### config.mk
export PLATFORM = sky130hd
export DESIGN_NAME = satMacPipe
export DESIGN_NICKNAME = d
export VERILOG_FILES = /design/src/rtl/satMacPkg.sv /design/src/rtl/satMacCtrl.sv /design/src/rtl/satMacStage1.sv /design/src/rtl/satMacStage2.sv /design/src/rtl/satMacPipe.sv
export SDC_FILE = /design/constraint.sdc
export NUM_CORES = 1
export LEC_CHECK = 0
export ABC_AREA = 1
export ABC_CLOCK_PERIOD_IN_PS = 6700
export BUFFER_PORTS_ARGS = -buffer_cell sky130_fd_sc_hd__buf_4
export CAP_MARGIN = 20
export CORE_MARGIN = 5
export CORE_UTILIZATION = 35
export DETAILED_ROUTE_END_ITERATION = 6
export PLACE_DENSITY_LB_ADDON = 0.12
export SYNTH_ARGS = -nofsm -noshare
export SYNTH_HDL_FRONTEND = slang
export SYNTH_SLANG_ARGS = --single-unit
export TNS_END_PERCENT = 20
### constraint.sdc
create_clock -name clk -period 6.7 [get_ports clk]
set_input_delay 1.34 -clock clk [delete_from_list [all_inputs] [get_ports clk]]
set_output_delay 1.34 -clock clk [all_outputs]
set_load 0.02 [all_outputs]
### src/rtl/satMacPkg.sv
package satMacPkg;

  typedef enum logic [1:0] {
    MODE_FULL = 2'b00,
    MODE_HALF = 2'b01,
    MODE_DUAL = 2'b10,
    MODE_ALTF = 2'b11
  } macMode_e;

  // strobes for the compression stage, decoded in the issue cycle
  typedef struct packed {
    logic capture;
    logic laneSplit;
    logic halfOnly;
  } s1Strobe_t;

  // strobes for the merge stage, registered alongside the carry-save pair
  typedef struct packed {
    logic fire;
    logic laneSplit;
    logic halfOnly;
    logic useAcc;
    logic writeAcc;
  } s2Strobe_t;

endpackage

### src/rtl/satMacCtrl.sv
module satMacCtrl
  import satMacPkg::*;
(
  input  logic      clk,
  input  logic      rstN,
  input  logic      inValid,
  input  logic [1:0] modeSel,
  input  logic      opMac,
  input  logic      clearAcc,
  output s1Strobe_t s1Strb,
  output s2Strobe_t s2Strb
);

  logic splitNow;
  logic halfNow;

  always_comb begin
    splitNow = (modeSel == MODE_DUAL);
    halfNow  = (modeSel == MODE_HALF);
    s1Strb.capture   = inValid;
    s1Strb.laneSplit = splitNow;
    s1Strb.halfOnly  = halfNow;
  end

  always_ff @(posedge clk or negedge rstN) begin
    if (!rstN) begin
      s2Strb <= '0;
    end else begin
      s2Strb.fire <= inValid;
      if (inValid) begin
        s2Strb.laneSplit <= splitNow;
        s2Strb.halfOnly  <= halfNow;
        s2Strb.useAcc    <= opMac & ~clearAcc;
        s2Strb.writeAcc  <= opMac;
      end
    end
  end

endmodule

### src/rtl/satMacStage1.sv
module satMacStage1
  import satMacPkg::*;
#(
  parameter int OP_W   = 16,
  parameter int LANE_W = 20,
  parameter int WIDE_W = 42
) (
  input  logic              clk,
  input  logic              rstN,
  input  s1Strobe_t         s1Strb,
  input  logic [OP_W-1:0]   opA,
  input  logic [OP_W-1:0]   opB,
  output logic [WIDE_W-1:0] sumQ,
  output logic [WIDE_W-1:0] carryQ
);

  localparam int HALF_W = OP_W / 2;

  function automatic int rowsAt(input int lvl);
    int n;
    n = OP_W;
    for (int k = 0; k < lvl; k++) n = 2 * (n / 3) + (n % 3);
    return n;
  endfunction

  function automatic int levelCount();
    int n;
    int l;
    n = OP_W;
    l = 0;
    while (n > 2) begin
      n = 2 * (n / 3) + (n % 3);
      l++;
    end
    return l;
  endfunction

  localparam int LEVELS = levelCount();

  logic [WIDE_W-1:0] fullRow [OP_W];
  logic [WIDE_W-1:0] laneRow [OP_W];
  logic [WIDE_W-1:0] ppRow   [OP_W];
  logic [WIDE_W-1:0] killMask;

  // Partial products in the sign-corrected form: bits that pair one sign
  // bit with one magnitude bit are inverted; the matching constant is
  // added in stage two.
  always_comb begin
    for (int i = 0; i < OP_W; i++) begin
      fullRow[i] = '0;
      laneRow[i] = '0;
      for (int j = 0; j < OP_W; j++) begin
        fullRow[i][i+j] = (opA[j] & opB[i]) ^ ((i == OP_W-1) != (j == OP_W-1));
      end
      if (i < HALF_W) begin
        for (int j = 0; j < HALF_W; j++) begin
          laneRow[i][i+j] = (opA[j] & opB[i]) ^ ((i == HALF_W-1) != (j == HALF_W-1));
        end
      end else begin
        for (int j = 0; j < HALF_W; j++) begin
          laneRow[i][LANE_W+1+(i-HALF_W)+j] =
            (opA[HALF_W+j] & opB[i]) ^ (((i-HALF_W) == HALF_W-1) != (j == HALF_W-1));
        end
      end
    end
    for (int i = 0; i < OP_W; i++) begin
      if (s1Strb.laneSplit)     ppRow[i] = laneRow[i];
      else if (s1Strb.halfOnly) ppRow[i] = (i < HALF_W) ? laneRow[i] : '0;
      else                      ppRow[i] = fullRow[i];
    end
  end

  // carries must not enter lane one from lane zero in dual mode
  assign killMask = s1Strb.laneSplit ? (WIDE_W'(1) << (LANE_W+1)) : '0;

  logic [WIDE_W-1:0] tree [LEVELS+1][OP_W];

  for (genvar k = 0; k < OP_W; k++) begin : g_seed
    assign tree[0][k] = ppRow[k];
  end

  for (genvar lv = 0; lv < LEVELS; lv++) begin : g_lvl
    localparam int CUR = rowsAt(lv);
    localparam int GRP = CUR / 3;
    localparam int NXT = rowsAt(lv + 1);
    for (genvar k = 0; k < OP_W; k++) begin : g_row
      if (k < 2 * GRP) begin : g_csa
        if (k % 2 == 0) begin : g_sum
          assign tree[lv+1][k] = tree[lv][3*(k/2)] ^ tree[lv][3*(k/2)+1] ^ tree[lv][3*(k/2)+2];
        end else begin : g_cry
          assign tree[lv+1][k] =
            (((tree[lv][3*(k/2)] & tree[lv][3*(k/2)+1]) |
              (tree[lv][3*(k/2)] & tree[lv][3*(k/2)+2]) |
              (tree[lv][3*(k/2)+1] & tree[lv][3*(k/2)+2])) << 1) & ~killMask;
        end
      end else if (k < NXT) begin : g_pass
        assign tree[lv+1][k] = tree[lv][3*GRP + (k - 2*GRP)];
      end else begin : g_zero
        assign tree[lv+1][k] = '0;
      end
    end
  end

  always_ff @(posedge clk or negedge rstN) begin
    if (!rstN) begin
      sumQ   <= '0;
      carryQ <= '0;
    end else if (s1Strb.capture) begin
      sumQ   <= tree[LEVELS][0];
      carryQ <= tree[LEVELS][1];
    end
  end

endmodule

### src/rtl/satMacStage2.sv
module satMacStage2
  import satMacPkg::*;
#(
  parameter int OP_W   = 16,
  parameter int ACC_W  = 40,
  parameter int LANE_W = 20,
  parameter int WIDE_W = 42
) (
  input  logic              clk,
  input  logic              rstN,
  input  s2Strobe_t         s2Strb,
  input  logic [WIDE_W-1:0] sumQ,
  input  logic [WIDE_W-1:0] carryQ,
  output logic [ACC_W-1:0]  result,
  output logic              resultValid
);

  localparam int HALF_W = OP_W / 2;
  localparam int SEG_W  = LANE_W + 1;

  // negated total weight of the inverted partial-product bits of an m x m product
  function automatic logic [WIDE_W-1:0] signFix(input int m);
    logic [WIDE_W-1:0] weight;
    weight = (WIDE_W'(1) << (2*m-1)) - (WIDE_W'(1) << m);
    return ~weight + WIDE_W'(1);
  endfunction

  localparam logic [WIDE_W-1:0] FULL_FIX = signFix(OP_W);
  localparam logic [WIDE_W-1:0] HALF_FIX = signFix(HALF_W);
  localparam logic [WIDE_W-1:0] DUAL_FIX = {HALF_FIX[LANE_W:0], HALF_FIX[LANE_W:0]};

  logic [ACC_W-1:0]  accQ;
  logic [WIDE_W-1:0] accExt, fixSel, killMask;
  logic [WIDE_W-1:0] mSum, mCry, fSum, fCry, total;
  logic [SEG_W:0]    lowSum;
  logic [SEG_W-1:0]  highSum;
  logic [ACC_W-1:0]  satFull, satDual, nextVal;

  always_comb begin
    if (!s2Strb.useAcc)       accExt = '0;
    else if (s2Strb.laneSplit) accExt = {accQ[ACC_W-1], accQ[ACC_W-1:LANE_W],
                                         accQ[LANE_W-1], accQ[LANE_W-1:0]};
    else                       accExt = {{2{accQ[ACC_W-1]}}, accQ};

    if (s2Strb.laneSplit)     fixSel = DUAL_FIX;
    else if (s2Strb.halfOnly) fixSel = HALF_FIX;
    else                      fixSel = FULL_FIX;

    killMask = s2Strb.laneSplit ? (WIDE_W'(1) << SEG_W) : '0;
  end

  // two carry-save levels: pair + constant, then + accumulator
  assign mSum = sumQ ^ carryQ ^ fixSel;
  assign mCry = (((sumQ & carryQ) | (sumQ & fixSel) | (carryQ & fixSel)) << 1) & ~killMask;
  assign fSum = mSum ^ mCry ^ accExt;
  assign fCry = (((mSum & mCry) | (mSum & accExt) | (mCry & accExt)) << 1) & ~killMask;

  // one carry-propagate adder, cut at the lane boundary in dual mode
  assign lowSum  = {1'b0, fSum[SEG_W-1:0]} + {1'b0, fCry[SEG_W-1:0]};
  assign highSum = fSum[WIDE_W-1:SEG_W] + fCry[WIDE_W-1:SEG_W]
                 + SEG_W'(~s2Strb.laneSplit & lowSum[SEG_W]);
  assign total   = {highSum, lowSum[SEG_W-1:0]};

  always_comb begin
    if (total[ACC_W] != total[ACC_W-1])
      satFull = total[ACC_W] ? {1'b1, {(ACC_W-1){1'b0}}} : {1'b0, {(ACC_W-1){1'b1}}};
    else
      satFull = total[ACC_W-1:0];
  end

  for (genvar l = 0; l < 2; l++) begin : g_lane
    logic [SEG_W-1:0] seg;
    assign seg = total[l*SEG_W +: SEG_W];
    assign satDual[l*LANE_W +: LANE_W] =
      (seg[LANE_W] == seg[LANE_W-1]) ? seg[LANE_W-1:0] :
      (seg[LANE_W] ? {1'b1, {(LANE_W-1){1'b0}}} : {1'b0, {(LANE_W-1){1'b1}}});
  end

  assign nextVal = s2Strb.laneSplit ? satDual : satFull;

  always_ff @(posedge clk or negedge rstN) begin
    if (!rstN) begin
      accQ        <= '0;
      result      <= '0;
      resultValid <= 1'b0;
    end else begin
      resultValid <= s2Strb.fire;
      if (s2Strb.fire) begin
        result <= nextVal;
        if (s2Strb.writeAcc) accQ <= nextVal;
      end
    end
  end

endmodule

### src/rtl/satMacPipe.sv
module satMacPipe
  import satMacPkg::*;
#(
  parameter int OP_W    = 16,
  parameter int GUARD_W = 8
) (
  input  logic                        clk,
  input  logic                        rstN,
  input  logic                        inValid,
  input  logic [1:0]                  modeSel,
  input  logic                        opMac,
  input  logic                        clearAcc,
  input  logic [OP_W-1:0]             opA,
  input  logic [OP_W-1:0]             opB,
  output logic                        resultValid,
  output logic [2*OP_W+GUARD_W-1:0]   result
);

  localparam int ACC_W  = 2 * OP_W + GUARD_W;
  localparam int LANE_W = ACC_W / 2;
  localparam int WIDE_W = ACC_W + 2;

  s1Strobe_t         s1Strb;
  s2Strobe_t         s2Strb;
  logic [WIDE_W-1:0] sumQ;
  logic [WIDE_W-1:0] carryQ;

  satMacCtrl ctrl_i (
    .clk      (clk),
    .rstN     (rstN),
    .inValid  (inValid),
    .modeSel  (modeSel),
    .opMac    (opMac),
    .clearAcc (clearAcc),
    .s1Strb   (s1Strb),
    .s2Strb   (s2Strb)
  );

  satMacStage1 #(.OP_W(OP_W), .LANE_W(LANE_W), .WIDE_W(WIDE_W)) stage1_i (
    .clk    (clk),
    .rstN   (rstN),
    .s1Strb (s1Strb),
    .opA    (opA),
    .opB    (opB),
    .sumQ   (sumQ),
    .carryQ (carryQ)
  );

  satMacStage2 #(.OP_W(OP_W), .ACC_W(ACC_W), .LANE_W(LANE_W), .WIDE_W(WIDE_W)) stage2_i (
    .clk         (clk),
    .rstN        (rstN),
    .s2Strb      (s2Strb),
    .sumQ        (sumQ),
    .carryQ      (carryQ),
    .result      (result),
    .resultValid (resultValid)
  );

endmodule

# Word level (Yosys, flattened, before mapping)
# Index checks and enable logic that the tools add are counted.
dict set report word_totals {
  reg_bits 170
  inputBits 39
  output_inout_bits 41
  word_cells 498
}
dict set report op_classes {
  addsub 3
  eq_ne 5
  muxes 45
  bitwise_logic 434
  reduce_logical 1
}
# op count
set ops {}
lappend ops {{41-bit bitwise OR} 32}
lappend ops {{41-bit bitwise AND} 31}
lappend ops {{42-bit bitwise XOR} 26}
lappend ops {{42-bit bitwise AND} 16}
lappend ops {{1-bit bitwise AND} 257}
lappend ops {{40-bit two-way mux} 4}
lappend ops {{20-bit two-way mux} 6}
lappend ops {{31-bit two-way mux} 3}
lappend ops {{22-bit two-way mux} 4}
lappend ops {{41-bit by 36-bit bitwise AND with 41-bit output} 2}
lappend ops {{36-bit two-way mux} 2}
lappend ops {{30-bit two-way mux} 2}
lappend ops {{29-bit two-way mux} 2}
lappend ops {{23-bit two-way mux} 2}
lappend ops {{1-bit NOT} 45}
lappend ops {{21-bit adder} 2}
lappend ops {{21-bit two-way mux} 2}
lappend ops {{42-bit two-way mux} 1}
lappend ops {{22-bit NOT with 42-bit output} 1}
lappend ops {{42-bit NOT} 1}
lappend ops {{42-bit by 18-bit bitwise XOR with 42-bit output} 1}
lappend ops {{42-bit by 21-bit bitwise XOR with 42-bit output} 1}
lappend ops {{42-bit by 29-bit bitwise XOR with 42-bit output} 1}
lappend ops {{42-bit by 32-bit bitwise XOR with 42-bit output} 1}
lappend ops {{other kinds (38)} 43}

# Longest topological paths before layout
dict set report logic_depth {
  word_depth 28
  ltp_mapped 33
}

# Modules after synthesis
# A second synthesis with hierarchy kept.
dict set report unflattened {
  cells_unflattened 2703
  hier_area_um2 20165.6
}
# mod instances cells_per_inst area_per_inst_um2 seq_area_each_um2
set by_module_without_submodules {}
lappend by_module_without_submodules {satMacStage1 1 1392 11165.7 1651.6}
lappend by_module_without_submodules {satMacStage2 1 1285 8780.9 2026.9}
lappend by_module_without_submodules {satMacCtrl 1 26 219.0 125.1}

# Worst setup path before layout
# No wires, ideal clock.
dict set report synth_path {
  path_type {input to register}
  start {input modeSel[1]}
  end {register stage1_i.sumQ[21]}
  setup_time_ps 133
  arrival_ps 5795
  required_time_ps 6567
  setup_slack_ps 772
  stages 19
  n_path_buf 1
  cell_sequence {inv_1 > nor2_1 > inv_1 > nand2_1 > inv_1 > nand2_1 > clkbuf_1 > nor2_1 > fa_1 > inv_1 > fa_1 > fa_1 > inv_1 > fa_1 > inv_1 > fa_1 > or2_2 > fa_1 > o21ai_0}
}
dict set report synth_between {
  elab_chain_cells 25
}
# item line_no
set synth_lines {}
lappend synth_lines {{from (decl)} satMacPipe.sv:10} ;# input logic [1:0] modeSel,
lappend synth_lines {{2-bit by 1-bit == test with 1-bit output} satMacCtrl.sv:19} ;# halfNow = (modeSel == MODE_HALF);
lappend synth_lines {{17-bit two-way mux or 18-bit two-way mux (tied branches)} satMacStage1.sv:68} ;# else if (s1Strb.halfOnly) ppRow[i] = (i < HALF_W) ? laneRow[i] : '0;
lappend synth_lines {{17-bit two-way mux or 18-bit two-way mux (tied branches)} satMacStage1.sv:67} ;# if (s1Strb.laneSplit) ppRow[i] = laneRow[i];
lappend synth_lines {{16-bit by 17-bit bitwise AND with 17-bit output or 16-bit by 18-bit bitwise AND with 18-bit output (tied branches)} {satMacStage1.sv:92, satMacStage1.sv:93}}
lappend synth_lines {{41-bit bitwise OR} satMacStage1.sv:92} ;# (((tree[lv][3*(k/2)] & tree[lv][3*(k/2)+1]) |
lappend synth_lines {{41-bit bitwise OR} satMacStage1.sv:93} ;# (tree[lv][3*(k/2)] & tree[lv][3*(k/2)+2]) |
lappend synth_lines {{42-bit bitwise AND} satMacStage1.sv:94} ;# (tree[lv][3*(k/2)+1] & tree[lv][3*(k/2)+2])) << 1) & ~killMask;
lappend synth_lines {{41-bit bitwise AND} satMacStage1.sv:92}
lappend synth_lines {{(+9 left out)} n/a}
lappend synth_lines {{41-bit bitwise OR} satMacStage1.sv:93}
lappend synth_lines {{42-bit bitwise AND} satMacStage1.sv:94}
lappend synth_lines {{41-bit bitwise AND} satMacStage1.sv:92}
lappend synth_lines {{41-bit bitwise OR} satMacStage1.sv:92}
lappend synth_lines {{41-bit bitwise OR} satMacStage1.sv:93}
lappend synth_lines {{42-bit bitwise AND} satMacStage1.sv:94}
lappend synth_lines {{42-bit bitwise XOR} satMacStage1.sv:89} ;# assign tree[lv+1][k] = tree[lv][3*(k/2)] ^ tree[lv][3*(k/2)+1] ^ tree[lv][3*(k/2)+2];
lappend synth_lines {{42-bit bitwise XOR (*)} satMacStage1.sv:89}
lappend synth_lines {{to (signal assigned)} satMacStage1.sv:109} ;# sumQ <= tree[LEVELS][0];
lappend synth_lines {{to (decl)} satMacStage1.sv:13} ;# output logic [WIDE_W-1:0] sumQ,
# Mark *: on every way between the ends. The rest lies on a longest branch, timed or not.
# A chain may end at the register's enable or synchronous reset.

# Worst setup path after layout
# Same ends and word-level chain as after synthesis.

==> impl_results.md <==
* Status: finished clean
* Slew Limit Fails at 0
* Initial antenna violation count at 1
* Sink Count at roughly 150
* Post-Syn Area at between 0.015 and 0.02 sq mm
* Worst Hold Class: reg -> reg
* H-tree depth at 4
* CTS tree: yes
* RSZ-0062 raised after global routing: false
* Slew HR at 0.404
* Standard-cell rows at 85
* IO Port Bufs at 79
* Layout fillers at between 5k and 6k
* Multi-input gate area at roughly 0.013 sq mm
* DP Wirelength at approximately 44 mm
* Crit path top cell by count: fa_1
* Grt total ovfl at 0
* CTS Root Cell: clkbuf_16
* Crit Path Max Fanout at 20
* Largest stage delay, worst path at ~0.53 ns
* Yosys warnings at 0
* Post-route ant nets at 0
* Total Neg Setup Slack at 0 ns
* Number of nets in the layout at between 2k and 3k
* Worst path slowest cell: fa_1
* VDD IR-drop max at 0.000242 V
* Vias in the first global route at about 16k
* Detailed router's first-iteration violation count at between 800 and 900
* Cells after Synth at roughly 2.4k
* Die height at about 240 um
* Hold Violations, Final at 0
* Gpl congestion at about 0.92
* Share of layout cells above drive strength 1 at 0.0716
* Syn_nets at slightly below 3k
* Tot GR Track Use at 0.188
* Leak at approximately 12 nW
* Synth Area per Inst at 7.75 sq um
* Sequential share of the synthesized area at 0.201
* Via density at roughly 4.7
* Overall Power at approximately 9.6 mW
* Post-CTS Resized at 0
* Maximum number of pins on one net before global-route repair at a little over 90
* Crit end category: register
* Die width at between 200 and 250 um
* CTS Buf Count at 17
* Max cap viols at 0
* Peak Freq at roughly 160 MHz
* Inserted Diodes at 0
* Max Clock Skew at around 0.013 ns
* Worst path cell trace: buf_4 -> inv_1 -> nor2_2 -> inv_1 -> nand2_2 -> nor2_1 -> clkinv_1 -> nor2_1 -> fa_1 -> inv_1 -> fa_1 -> fa_1 -> inv_1 -> fa_1 -> inv_1 -> fa_1 -> or2_2 -> fa_1 -> o21ai_0
* Cts hold-fix bufs at 0
* Post-CTS setup buffers at 0
* Finish-stage setup viols at 0
* Required @ worst endpoint at 7.00 ns
* Setup slack at placement at ~0.20 ns
* Setup ws final at between 0.6 and 0.7 ns
* Yosys reg bits at about 150
* Reg area at approximately 0.0038 sq mm
* First-pass GRT wire length at 89.7 mm
* Setup crit start kind: primary input
* Worst skew pair latency at ~0.45 ns
* Kind of critical path: in -> reg
* Crit path max-delay family: adder cells
* Yosys cell types at 43
* DRT Pass-1 Iters at 5
* Number of top-level pins at 80
* Die area at 0.0589 sq mm
* Starting density of the core at 0.353
* Synthesis-to-layout area growth at 10.4%
* Drc violations at 0
* Vias at around 15k
* Avg WL per Cell at 17.0 um
* Core Box Area at ~0.054 sq mm
* Crit path buffers/inverters at 7
* Worst-Margin Slew at slightly below 0.9 ns
* Final period util at 0.905
* Final Critical Period at approximately 6 ns
* Clock transition at path regs at 0.06 ns
* Finished Core Util at 0.390
* Hold Slack at 0.479 ns
* Pwr Density at between 400 and 500 mW/mm^2
* Max Buffers Root-to-Sink at 2
* Routed WL at 54.3 mm
* Critical path data arrival time at 6.37 ns
==> registers in the layout, summed over array words and instances, names as in the netlist <==
register              count
stage2_i.accQ            40
stage2_i.result          40
stage1_i.sumQ            36
stage1_i.carryQ          30
ctrl_i.s2Strb             5
stage2_i.resultValid      1
==> final timing paths <==
| path | start | to | slack, ns | cells past startpoint |
|---|---|---|---|---|
| setup / recovery | modeSel[1] | stage1_i.sumQ[21] | 0.63 | 19 |
| hold / removal | stage2_i.accQ[8] | stage2_i.accQ[8] | 0.48 | 2 |
| setup reg to reg | ctrl_i.s2Strb[3] | stage2_i.accQ[23] | 0.88 | 29 |
| hold reg to reg | stage2_i.accQ[8] | stage2_i.accQ[8] | 0.48 | 2 |
| max in group asynchronous | rstN | stage2_i.accQ[7] | 4.82 | 2 |
| min in group asynchronous | rstN | stage2_i.result[28] | 0.73 | 1 |
==> final cells by class <==
cell class,count,area share
multi-input combinational,1708,0.616
clock inverter,13,0.0103
timing repair buffer,109,0.0399
clock buffer,18,0.0210
sequential,152,0.182
tap,696,0.0416
inverter,499,0.0895
==> metrics by stage <==
stage	cells	area [sq um]
detailed placement	3164	20300
floorplan	2445	19000
global route	3195	20900
finish	3195	20900
global placement	3164	20300
CTS	3195	20900
==> Yosys cell counts (all sizes together) <==
| cell | n | share of area |
|---|---|---|
| a21oi | 73 | 0.020 |
| nand3b | 1 | 0.00040 |
| o21ai | 87 | 0.023 |
| a31oi | 2 | 0.00066 |
| o211ai | 6 | 0.0024 |
| nor2 | 198 | 0.039 |
| nand2b | 1 | 0.00033 |
| o22ai | 5 | 0.0017 |
| a211oi | 1 | 0.00040 |
| inv | 492 | 0.097 |
| nor4 | 1 | 0.00033 |
| xor2 | 34 | 0.016 |
| nand2 | 734 | 0.15 |
| o31ai | 1 | 0.00040 |
| nand4 | 13 | 0.0043 |
| a31o | 1 | 0.00046 |
| o21bai | 6 | 0.0024 |
| nor3 | 8 | 0.0021 |
| ha | 121 | 0.080 |
| xnor2 | 7 | 0.0032 |
| clkbuf | 62 | 0.012 |
| a21boi | 1 | 0.00040 |
| o32ai | 1 | 0.00046 |
| clkinv | 7 | 0.0014 |
| buf | 24 | 0.0083 |
| and2 | 2 | 0.00066 |
| or2 | 4 | 0.0013 |
| nand3 | 110 | 0.030 |
| a32o | 1 | 0.00053 |
| a21o | 4 | 0.0016 |
| fa | 283 | 0.30 |
| dfrtp | 152 | 0.20 |
| a22o | 2 | 0.00092 |
==> kinds of logic after synthesis <==
family | after synthesis | synth area share
simple gates | 1072 | 0.227
buf+inv | 585 | 0.119
compound gates | 191 | 0.0552
fa+ha+maj | 404 | 0.379
flops | 152 | 0.201
xor+xnor | 41 | 0.0189
==> tightest hold or removal path: stages (launching register included) <==
cell and delay (ns):
dfrtp_1 0.34, nand2_1 0.05, nand2_1 0.06
==> power breakdown <==
group | total (mW) | internal (mW) | switching (mW)
clock | 1.10 | 0.676 | 0.429
combinational | 6.94 | 2.54 | 4.40
sequential | 1.55 | 1.32 | 0.231
==> cell usage in the layout, fill, tap and decap left out, types with 2 or more instances in the layout <==
| cell | n |
|---|---|
| o211ai_1 | 6 |
| nand2_2 | 20 |
| o22ai_1 | 5 |
| nand3_1 | 105 |
| o21bai_1 | 6 |
| a22o_1 | 2 |
| inv_8 | 2 |
| a21oi_1 | 71 |
| xor2_1 | 34 |
| a31oi_1 | 2 |
| ha_1 | 121 |
| nor3_1 | 8 |
| inv_6 | 3 |
| inv_1 | 488 |
| dfrtp_1 | 152 |
| xnor2_1 | 7 |
| nand3_2 | 5 |
| nor2_2 | 3 |
| fa_1 | 283 |
| clkbuf_16 | 17 |
| clkinv_1 | 7 |
| buf_4 | 107 |
| a21o_1 | 4 |
| inv_2 | 4 |
| nand2_1 | 714 |
| o21ai_0 | 87 |
| nor2_1 | 195 |
| nand4_1 | 13 |
| and2_1 | 2 |
| clkinv_2 | 2 |
| or2_2 | 4 |
| bufinv_16 | 5 |
==> per-layer routing <==
layer  track usage  share of wire  up-vias
li1              -              -     7367
met1         0.283           0.51     7373
met2         0.292           0.44      314
met3        0.0229          0.036       53
met4        0.0419          0.016        2
met5             0        0.00020        -
Note: power is estimated with default switching activity, not from simulation.
